<file path="config.mk">
export PLATFORM = sky130hd
export DESIGN_NAME = msi_irq_ctrl
export DESIGN_NICKNAME = d
export VERILOG_FILES = /design/src/rtl/msi_irq_pkg.sv /design/src/rtl/msi_reg_decode.sv /design/src/rtl/msi_match.sv /design/src/rtl/msi_bank.sv /design/src/rtl/msi_irq_ctrl.sv
export SDC_FILE = /design/constraint.sdc
export NUM_CORES = 2
export LEC_CHECK = 0
export BUFFER_PORTS_ARGS = -buffer_cell sky130_fd_sc_hd__buf_2
export CORE_MARGIN = 2
export CORE_UTILIZATION = 57
export DETAILED_ROUTE_END_ITERATION = 8
export GPL_TIMING_DRIVEN = 0
export PLACE_DENSITY = 0.77
export SYNTH_ARGS = -nofsm -noshare
export SYNTH_HDL_FRONTEND = slang
export SYNTH_HIERARCHICAL = 1
export SYNTH_SLANG_ARGS = --single-unit
</file>
<file path="constraint.sdc">
create_clock -name clk_i -period 2.4 [get_ports clk_i]
set_input_delay 0 -clock clk_i [delete_from_list [all_inputs] [get_ports clk_i]]
set_output_delay 0 -clock clk_i [all_outputs]
set_load 0.005 [all_outputs]
</file>
<file path="src/rtl/msi_irq_pkg.sv">
`timescale 1ns/1ps
package msi_irq_pkg;
  localparam int unsigned REG_AW      = 12;
  localparam int unsigned WORD_W      = 32;
  localparam int unsigned BANK_VECS   = 32;
  localparam int unsigned BANK_STRIDE = 12;
  localparam logic [REG_AW-1:0] TGT_LO_OFF  = 12'h820;
  localparam logic [REG_AW-1:0] TGT_HI_OFF  = 12'h824;
  localparam logic [REG_AW-1:0] BANK_EN_OFF = 12'h828;
  localparam logic [REG_AW-1:0] BANK_MK_OFF = 12'h82C;
  localparam logic [REG_AW-1:0] BANK_ST_OFF = 12'h830;

  typedef enum logic [1:0] {
    FLD_EN = 2'd0,
    FLD_MK = 2'd1,
    FLD_ST = 2'd2
  } bank_fld_e;
endpackage

</file>
<file path="src/rtl/msi_reg_decode.sv">
`timescale 1ns/1ps
module msi_reg_decode
  import msi_irq_pkg::*;
#(
  parameter int unsigned NUM_BANKS = 8
) (
  input  logic [REG_AW-1:0]    addr_i,
  output logic                 sel_lo_o,
  output logic                 sel_hi_o,
  output logic [NUM_BANKS-1:0] sel_en_o,
  output logic [NUM_BANKS-1:0] sel_mk_o,
  output logic [NUM_BANKS-1:0] sel_st_o
);
  assign sel_lo_o = (addr_i == TGT_LO_OFF);
  assign sel_hi_o = (addr_i == TGT_HI_OFF);

  for (genvar b = 0; b < NUM_BANKS; b++) begin : g_bank_sel
    localparam logic [REG_AW-1:0] BASE = REG_AW'(BANK_STRIDE * b);
    assign sel_en_o[b] = (addr_i == BANK_EN_OFF + BASE);
    assign sel_mk_o[b] = (addr_i == BANK_MK_OFF + BASE);
    assign sel_st_o[b] = (addr_i == BANK_ST_OFF + BASE);
  end
endmodule

</file>
<file path="src/rtl/msi_match.sv">
`timescale 1ns/1ps
module msi_match
  import msi_irq_pkg::*;
#(
  parameter int unsigned NUM_BANKS = 8,
  localparam int unsigned NVEC     = NUM_BANKS * BANK_VECS,
  localparam int unsigned VW       = $clog2(NVEC)
) (
  input  logic              msi_valid_i,
  input  logic [63:0]       msi_addr_i,
  input  logic [WORD_W-1:0] msi_data_i,
  input  logic [WORD_W-1:0] tgt_lo_i,
  input  logic [WORD_W-1:0] tgt_hi_i,
  output logic [NVEC-1:0]   set_o
);
  logic addr_hit, vec_ok;
  logic [VW-1:0] vec;

  assign addr_hit = (msi_addr_i == {tgt_hi_i, tgt_lo_i});
  assign vec_ok   = (msi_data_i < WORD_W'(NVEC));
  assign vec      = msi_data_i[VW-1:0];

  always_comb begin
    set_o = '0;
    if (msi_valid_i && addr_hit && vec_ok) set_o[vec] = 1'b1;
  end
endmodule

</file>
<file path="src/rtl/msi_bank.sv">
`timescale 1ns/1ps
module msi_bank
  import msi_irq_pkg::*;
(
  input  logic                 clk_i,
  input  logic                 rst_ni,
  input  logic                 en_we_i,
  input  logic                 mk_we_i,
  input  logic                 st_we_i,
  input  logic [WORD_W-1:0]    wdata_i,
  input  logic [BANK_VECS-1:0] set_i,
  output logic [WORD_W-1:0]    en_o,
  output logic [WORD_W-1:0]    mk_o,
  output logic [WORD_W-1:0]    st_o,
  output logic                 pend_o
);
  logic [BANK_VECS-1:0] clr, set_gated;

  assign clr       = st_we_i ? wdata_i : '0;
  // Gate with the pre-update enable: a write to enable takes effect next cycle
  assign set_gated = set_i & en_o;

  always_ff @(posedge clk_i or negedge rst_ni) begin
    if (!rst_ni) begin
      en_o <= '0;
      mk_o <= '0;
      st_o <= '0;
    end else begin
      if (en_we_i) en_o <= wdata_i;
      if (mk_we_i) mk_o <= wdata_i;
      // set after clear: a simultaneous set wins
      st_o <= (st_o & ~clr) | set_gated;
    end
  end

  assign pend_o = |(st_o & ~mk_o);
endmodule

</file>
<file path="src/rtl/msi_irq_ctrl.sv">
`timescale 1ns/1ps
module msi_irq_ctrl
  import msi_irq_pkg::*;
#(
  parameter int unsigned NUM_BANKS = 8,
  localparam int unsigned NVEC     = NUM_BANKS * BANK_VECS
) (
  input  logic              clk_i,
  input  logic              rst_ni,
  input  logic              msi_valid_i,
  input  logic [63:0]       msi_addr_i,
  input  logic [WORD_W-1:0] msi_data_i,
  input  logic              reg_req_i,
  input  logic              reg_we_i,
  input  logic [REG_AW-1:0] reg_addr_i,
  input  logic [WORD_W-1:0] reg_wdata_i,
  output logic [WORD_W-1:0] reg_rdata_o,
  output logic              irq_o
);
  logic                 sel_lo, sel_hi, wr;
  logic [NUM_BANKS-1:0] sel_en, sel_mk, sel_st, pend;
  logic [WORD_W-1:0]    tgt_lo, tgt_hi;
  logic [NVEC-1:0]      set_vec, en_all, mk_all, st_all;

  assign wr = reg_req_i & reg_we_i;

  msi_reg_decode #(.NUM_BANKS(NUM_BANKS)) u_dec (
    .addr_i   (reg_addr_i),
    .sel_lo_o (sel_lo),
    .sel_hi_o (sel_hi),
    .sel_en_o (sel_en),
    .sel_mk_o (sel_mk),
    .sel_st_o (sel_st)
  );

  always_ff @(posedge clk_i or negedge rst_ni) begin
    if (!rst_ni) begin
      tgt_lo <= '0;
      tgt_hi <= '0;
    end else begin
      if (wr && sel_lo) tgt_lo <= reg_wdata_i;
      if (wr && sel_hi) tgt_hi <= reg_wdata_i;
    end
  end

  msi_match #(.NUM_BANKS(NUM_BANKS)) u_match (
    .msi_valid_i (msi_valid_i),
    .msi_addr_i  (msi_addr_i),
    .msi_data_i  (msi_data_i),
    .tgt_lo_i    (tgt_lo),
    .tgt_hi_i    (tgt_hi),
    .set_o       (set_vec)
  );

  for (genvar b = 0; b < NUM_BANKS; b++) begin : g_bank
    msi_bank u_bank (
      .clk_i   (clk_i),
      .rst_ni  (rst_ni),
      .en_we_i (wr & sel_en[b]),
      .mk_we_i (wr & sel_mk[b]),
      .st_we_i (wr & sel_st[b]),
      .wdata_i (reg_wdata_i),
      .set_i   (set_vec[b*BANK_VECS +: BANK_VECS]),
      .en_o    (en_all[b*BANK_VECS +: BANK_VECS]),
      .mk_o    (mk_all[b*BANK_VECS +: BANK_VECS]),
      .st_o    (st_all[b*BANK_VECS +: BANK_VECS]),
      .pend_o  (pend[b])
    );
  end

  always_comb begin
    reg_rdata_o = '0;
    if (sel_lo) reg_rdata_o = tgt_lo;
    if (sel_hi) reg_rdata_o = tgt_hi;
    for (int b = 0; b < NUM_BANKS; b++) begin
      if (sel_en[b]) reg_rdata_o = en_all[b*BANK_VECS +: BANK_VECS];
      if (sel_mk[b]) reg_rdata_o = mk_all[b*BANK_VECS +: BANK_VECS];
      if (sel_st[b]) reg_rdata_o = st_all[b*BANK_VECS +: BANK_VECS];
    end
  end

  assign irq_o = |pend;
endmodule

</file>
==> Word-level counts from Yosys, hierarchy flattened <==
Index checks and enable logic that the tools add are counted.
{ "word_totals": {"regBits": 832, "output_inout_bits": 33, "wordCells": 172} }
{ "classes": {"n_lt_le_gt_ge": 3, "eq_ne": 27, "mux": 37, "bitwise_logic": 73, "n_reduce_logical": 6} }
{ "ops": {"columns": ["cell", "count"], "rows": [
  ["$mux W32", 34],
  ["$and A32 B32 Y32", 24],
  ["$not A32 Y32", 16],
  ["$eq A12 B12 Y1 const B", 26],
  ["$mux W256", 1],
  ["$or A32 B32 Y32", 8],
  ["$reduce_or A256 Y1", 1],
  ["$eq A64 B64 Y1", 1],
  ["$lt A32 B9 Y1 const B", 1],
  ["$and A1 B1 Y1", 25],
  ["$lt A8 B9 Y1 const B", 1],
  ["$demux W1 S8", 1],
  ["$ge A8 B1 Y1 const B", 1],
  ["$logic_and A1 B1 Y1", 5],
  ["$mux W1", 1]
]} }

==> Logic depth before layout (Yosys ltp) <==
{ "depth": {"depth_word": 27, "mapped_depth": 12, "mapped_depth_nobuf": 7} }

==> By module <==
Netlist, hierarchy kept.
{ "by_module_without_submodules": {"columns": ["module", "instances", "cells_each", "area_each_um2"], "rows": [
  ["msi_bank", 8, 288, 4165.2],
  ["msi_irq_ctrl", 1, 1212, 9439.1],
  ["msi_match", 1, 782, 5605.4],
  ["msi_reg_decode", 1, 43, 304.0]
]} }

==> Worst setup path before layout <==
Ideal clock, no wire load.
{ "synth_timing": {"path_kind": "input-to-reg", "startpoint": "in reg_addr_i[1]", "endpoint": "reg g_bank[7].u_bank.en_o[10]", "arrival_ns": 2.374, "path_slack_ns": -0.100, "stages": 10, "path_buffers": 6, "cell_sequence": "or4_4 > buf_6 > buf_8 > nor3_1 > clkbuf_1 > clkbuf_1 > and3_1 > buf_6 > buf_12 > mux2_4"} }
{ "synth_between": {"elab_chain_cells": 2} }
{ "synth_rtl": {"columns": ["item", "line_no", "rtl"], "rows": [
  ["start: declaration", "msi_irq_ctrl.sv:15", "input logic [REG_AW-1:0] reg_addr_i,"],
  ["$eq A12 B12 Y1", "msi_reg_decode.sv:19", "assign sel_en_o[b] = (addr_i == BANK_EN_OFF + BASE);"],
  ["via sel_en[7]", "msi_irq_ctrl.sv:21", "logic [NUM_BANKS-1:0] sel_en, sel_mk, sel_st, pend;"],
  ["$and A1 B1 Y1", "msi_irq_ctrl.sv:59", ".en_we_i (wr & sel_en[b]),"],
  ["end signal: assignment", "msi_bank.sv:29", "if (en_we_i) en_o <= wdata_i;"],
  ["end: declaration", "msi_bank.sv:12", "output logic [WORD_W-1:0] en_o,"]
]} }
The timed path passes the listed nets, and every way through them passes these cells.
A chain may end at the register's enable or synchronous reset.

==> Worst setup path in the final report <==
{ "layout_timing": {"startpoint": "reg g_bank[3].u_bank.st_o[12]", "endpoint": "out irq_o"} }
{ "layout_between": {"elab_chain_cells": 2} }
{ "layout_rtl": {"columns": ["item", "line_no", "rtl"], "rows": [
  ["start: declaration", "msi_bank.sv:14", "output logic [WORD_W-1:0] st_o,"],
  ["start signal: assignment", "msi_bank.sv:32", "st_o <= (st_o & ~clr) | set_gated;"],
  ["$and A32 B32 Y32", "msi_bank.sv:36", "assign pend_o = |(st_o & ~mk_o);"],
  ["$reduce_or A256 Y1", "msi_irq_ctrl.sv:82", "assign irq_o = |pend;"],
  ["end: declaration", "msi_irq_ctrl.sv:18", "output logic irq_o"]
]} }
Every way passes these cells.

==> metrics.txt <==
# TYPE chip_impl_metric gauge
chip_impl_metric{name="leakagePower",unit="nW"} 29.7
chip_impl_metric{name="power_report.internal_total",unit="mW"} 23.7
chip_impl_metric{name="synth_adder_area_share",unit="%"} 0
chip_impl_metric{name="drt-pass1-iter-count",unit=""} 9
chip_impl_metric{name="placement_rows",unit=""} 107
chip_impl_metric{name="initial_utilization",unit="%"} 57.3
chip_impl_metric{name="grt_max_degree",unit=""} 115
chip_impl_metric{name="tightestPinTransition",unit="ns"} 1.65
chip_impl_metric{name="routedWlPerCell",unit="um"} 41.4
chip_impl_info{name="layout_common_cells",value="826 x sky130_fd_sc_hd__dfrtp_1, 587 x sky130_fd_sc_hd__nand2_1, 480 x sky130_fd_sc_hd__mux2_4"} 1
chip_impl_metric{name="post-route-drc-count",unit=""} 44
chip_impl_metric{name="post_drt_via_cell_ratio",unit=""} 7.50
chip_impl_metric{name="clockBufferDepth",unit=""} 3
chip_impl_info{name="failed_checks",value="DRC, hold timing, capacitance limit, slew limit, setup timing"} 1
chip_impl_metric{name="final_nets",unit=""} 4969
chip_impl_metric{name="num_io_pins",unit=""} 178
chip_impl_metric{name="finish_stage_setup_viols",unit=""} 289
chip_impl_info{name="cts_tree",value="built"} 1
chip_impl_metric{name="cts-buffers-inserted",unit=""} 93
chip_impl_metric{name="detailed_route_via_count",unit=""} 45469
chip_impl_metric{name="clk_transition_reported_paths",unit="ns"} 0.06
chip_impl_metric{name="critical_path.n_buffers_inverters",unit=""} 2
chip_impl_info{name="timing.critical_path.to_type",value="output port"} 1
chip_impl_info{name="worstHoldPathType",value="input port to async pin"} 1
chip_impl_metric{name="max-vdd-ir-drop",unit="uV"} 569
chip_impl_metric{name="timing.final.ws_setup",unit="ns"} -0.834
chip_impl_info{name="run_status",value="complete, but fails checks"} 1
chip_impl_metric{name="post-place-ws",unit="ns"} -1.85
chip_impl_metric{name="net-switching-power",unit="mW"} 7.66
chip_impl_metric{name="layout.core_utilization",unit="%"} 73.5
chip_impl_info{name="crit_path_frequent_cell",value="sky130_fd_sc_hd__nor4_4"} 1
chip_impl_metric{name="maxClockFrequency",unit="MHz"} 309
chip_impl_metric{name="drt_wl_total",unit="um"} 251000
chip_impl_metric{name="place.gp.congestion",unit=""} 1.10
chip_impl_metric{name="die-area",unit="sq um"} 87700
chip_impl_metric{name="syn2layout_area_growth",unit="%"} 28.1
chip_impl_metric{name="period_needed",unit="ns"} 3.23
chip_impl_metric{name="die_x",unit="um"} 296
chip_impl_metric{name="antenna_found_initial",unit=""} 18
chip_impl_metric{name="yosys.cell_types.count",unit=""} 64
chip_impl_metric{name="first_global_vias",unit=""} 43381
chip_impl_metric{name="crit_required",unit="ns"} 2.40
chip_impl_metric{name="power.total",unit="mW"} 31.4
chip_impl_metric{name="synth_compound_gate_area_share",unit="%"} 15.4
chip_impl_metric{name="powerDensity",unit="nW/um^2"} 503
chip_impl_metric{name="grt-ovfl-total",unit=""} 0
chip_impl_metric{name="fp.coreArea",unit="sq um"} 84900
chip_impl_info{name="combinational_family_with_the_most_area_after_synthesis",value="multiplexers"} 1
chip_impl_metric{name="final_hold_violations",unit=""} 32
chip_impl_metric{name="arrival",unit="ns"} 3.23
chip_impl_info{name="yosys_most_used_dff",value="sky130_fd_sc_hd__dfrtp_1"} 1
chip_impl_metric{name="post_synth_mux_area_share",unit="%"} 17.0
chip_impl_metric{name="total_clock_sinks",unit=""} 832
chip_impl_metric{name="clock_power_share",unit="%"} 50.6
chip_impl_metric{name="num-fill-cells",unit=""} 5722
chip_impl_metric{name="slew_headroom",unit="%"} -9.80
chip_impl_metric{name="drtIter0Drc",unit=""} 7241
chip_impl_metric{name="numPortBuffers",unit=""} 177
chip_impl_metric{name="synth.cell_area",unit="sq um"} 48700
chip_impl_metric{name="ant_nets",unit=""} 0
chip_impl_metric{name="dp_hpwl",unit="um"} 176000
chip_impl_metric{name="synthesis.nets",unit=""} 4486
chip_impl_metric{name="number_of_enable_type_register_cells_in_the_synthesized_netlist",unit=""} 0
chip_impl_info{name="crit_chain",value="inv_1, o22ai_2, nor4_4, nand4_1, nor4_4, nand2_1, buf_2"} 1
chip_impl_info{name="mostFrequentLayoutCell",value="sky130_fd_sc_hd__dfrtp_1"} 1
chip_impl_metric{name="yosysSeqAreaShare",unit="%"} 42.8
chip_impl_metric{name="timing.hold.ws",unit="ns"} -0.0650
chip_impl_metric{name="groute.usage.overall",unit="%"} 54.9
chip_impl_info{name="critPathLaunchType",value="flip-flop"} 1
chip_impl_metric{name="synth_xor_xnor_area_share",unit="%"} 0.900
chip_impl_metric{name="critPathMaxFanout",unit=""} 3
chip_impl_info{name="slowest_cp_cell",value="sky130_fd_sc_hd__nor4_4"} 1
chip_impl_info{name="cts.root.buffer_cell",value="sky130_fd_sc_hd__clkbuf_16"} 1
chip_impl_metric{name="maxCapViolations",unit=""} 5
chip_impl_metric{name="maxSlewViolCount",unit=""} 41
chip_impl_metric{name="synthSimpleGateAreaFrac",unit="%"} 16.4
chip_impl_metric{name="comb_pwr_share",unit="%"} 4.5
chip_impl_metric{name="grt_first_pass_wirelength",unit="um"} 334000
chip_impl_info{name="critical-path-top-delay-family",value="simple AND/OR/NAND/NOR gates"} 1
chip_impl_metric{name="worst_stage_delay_on_the_critical_path",unit="ns"} 0.60
chip_impl_metric{name="syn_area_per_cell",unit="sq um"} 11.2
chip_impl_metric{name="postSynthCellCount",unit=""} 4341
chip_impl_metric{name="setup.reg_to_reg.worst_slack",unit="ns"} -0.72
chip_impl_metric{name="worst_skew_pair.late_latency",unit="ns"} 0.72
chip_impl_info{name="rsz0062_at_grt",value="yes"} 1
chip_impl_metric{name="seqPwrFrac",unit="%"} 44.9
chip_impl_metric{name="drive_gt1_share",unit="%"} 39.5
chip_impl_metric{name="clock_tree.htree_level_count",unit=""} 3
chip_impl_metric{name="finalClockSkew",unit="ns"} 0.0298
chip_impl_info{name="critPathKind",value="flip-flop to output port"} 1
chip_impl_metric{name="die_height",unit="um"} 296
chip_impl_metric{name="ys_async_sr_fraction",unit="%"} 100
chip_impl_metric{name="sw_frac_of_total",unit="%"} 24.4
chip_impl_metric{name="yosysWarningCount",unit=""} 6
chip_impl_metric{name="synth_seq_cells",unit=""} 832
chip_impl_metric{name="final.period_utilization",unit="%"} 135
-- stage by stage --
stage / instances / hold slack (ns) / cell area (sq um) / TNS (ns)
after floorplan: 4341 / -0.296 / 48700 / 0
after global placement: 5662 / 0.505 / 51000 / -
after detailed placement: 5675 / -0.0457 / 51300 / -686.69
after CTS: 5948 / 0.000374 / 59500 / -69.03
after global routing: 6054 / 0.0137 / 62300 / -103.20
final: 6061 / -0.0650 / 62300 / -124.40
-- area by class of cell --
| type | count | area, sq um | share of cell area (%) |
|---|---|---|---|
| inverter | 306 | 1150 | 1.85 |
| clock buffer | 127 | 2680 | 4.29 |
| timing repair buffer | 401 | 3790 | 6.08 |
| clock inverter | 45 | 667 | 1.07 |
| multi-input combinational | 2848 | 27800 | 44.6 |
| sequential | 832 | 20800 | 33.4 |
| tap | 1144 | 1430 | 2.30 |
| antenna | 16 | 40.0 | 0.0642 |
| buffer | 342 | 3970 | 6.36 |
-- logic make-up (layout without fill, tap and decap cells) --
| group | count (synthesis) | after routing |
|---|---|---|
| mux | 576 | 576 |
| compound gates | 971 | 971 |
| flops | 832 | 832 |
| other cells | 0 | 16 |
| simple gates | 1251 | 1251 |
| buf+inv | 661 | 1221 |
| xor+xnor | 50 | 50 |
-- path summary, 6_finish.rpt --
| path | from | to | depth (start not counted) |
|---|---|---|---|
| worst max-delay path | g_bank[3].u_bank/st_o[12] | irq_o | 7 |
| worst min-delay path | rst_ni | g_bank[6].u_bank/st_o[31] | 3 |
| worst max register to register | tgt_hi[18] | g_bank[0].u_bank/st_o[28] | 9 |
| worst min register to register | g_bank[4].u_bank/st_o[26] | g_bank[4].u_bank/st_o[26] | 1 |
| max in group asynchronous | rst_ni | tgt_hi[9] | 6 |
| min in group clk_i | reg_wdata_i[28] | g_bank[6].u_bank/st_o[28] | 3 |
-- registers in the layout (all words and copies together), names as in the netlist --
register and cells:
g_bank.u_bank/en_o 256, g_bank.u_bank/mk_o 256, g_bank.u_bank/st_o 256, tgt_hi 32, tgt_lo 32
-- worst register-to-register path: cells and delay by family (launching register included) --
family / cells / cell delay [ns]
xor gates and xnor gates: 1 / 0.18
AOI/OAI and AO/OA: 1 / 0.26
DFF: 1 / 0.42
buffers and inverters: 4 / 0.65
and+or+nand+nor: 3 / 1.53
-- synth_stat cells, types with 25 or more instances --
cell type | instances | share of area, %
sky130_fd_sc_hd__a211o_1 | 31 | 0.56
sky130_fd_sc_hd__a21o_1 | 31 | 0.48
sky130_fd_sc_hd__a21oi_1 | 37 | 0.38
sky130_fd_sc_hd__a221oi_1 | 62 | 1.1
sky130_fd_sc_hd__a222oi_1 | 62 | 1.3
sky130_fd_sc_hd__a22o_1 | 257 | 4.6
sky130_fd_sc_hd__a22oi_1 | 34 | 0.52
sky130_fd_sc_hd__a31o_1 | 30 | 0.54
sky130_fd_sc_hd__a41o_1 | 31 | 0.64
sky130_fd_sc_hd__and3_1 | 25 | 0.32
sky130_fd_sc_hd__and3b_1 | 31 | 0.56
sky130_fd_sc_hd__buf_1 | 31 | 0.24
sky130_fd_sc_hd__buf_12 | 48 | 2.0
sky130_fd_sc_hd__buf_2 | 79 | 0.81
sky130_fd_sc_hd__buf_4 | 33 | 0.51
sky130_fd_sc_hd__clkbuf_1 | 143 | 1.1
sky130_fd_sc_hd__dfrtp_1 | 832 | 43
sky130_fd_sc_hd__inv_1 | 305 | 2.4
sky130_fd_sc_hd__mux2_2 | 96 | 2.2
sky130_fd_sc_hd__mux2_4 | 480 | 15
sky130_fd_sc_hd__nand2_1 | 588 | 4.5
sky130_fd_sc_hd__nand2b_1 | 47 | 0.60
sky130_fd_sc_hd__nor2b_1 | 42 | 0.54
sky130_fd_sc_hd__nor3_1 | 73 | 0.75
sky130_fd_sc_hd__nor3b_1 | 39 | 0.60
sky130_fd_sc_hd__nor4_1 | 63 | 0.81
sky130_fd_sc_hd__nor4_2 | 241 | 6.2
sky130_fd_sc_hd__o211ai_1 | 33 | 0.51
sky130_fd_sc_hd__o21ai_0 | 33 | 0.34
sky130_fd_sc_hd__o22ai_1 | 287 | 3.7
sky130_fd_sc_hd__o31ai_1 | 32 | 0.49
sky130_fd_sc_hd__or3b_1 | 27 | 0.49
sky130_fd_sc_hd__xnor2_1 | 31 | 0.56
-- per-layer routing --
metal	vias up	wire length, um	part of all wire (%)	global-route usage, %
li1	17173	-	-	-
met1	22271	80800	32	60.8
met2	4277	103000	41	80.0
met3	1728	34400	14	21.8
met4	20	32000	13	51.5
met5	-	588	0.23	4.32
-- what timing repair did --
action | in CTS | in global routing
gates resized for setup | 837 | 402
hold buffers | 26 | 0
buffers inserted | 63 | 92
setup endpoints to repair | 514 | 294
pin swaps | 208 | 207
cloned | 17 | 15
endpoints found under the hold margin | 532 | 0
-- power groups by stage --
stage | clock network (mW) | logic, mW | registers [mW]
after floorplan | 0 | 0.215 | 14.3
after global placement | 0 | 1.15 | 14.3
after detailed placement | 0 | 1.22 | 14.3
after CTS | 15.7 | 1.30 | 14.1
after global routing | 16.4 | 1.45 | 14.1
final | 15.9 | 1.42 | 14.1
(Power assumes the default switching activity.)
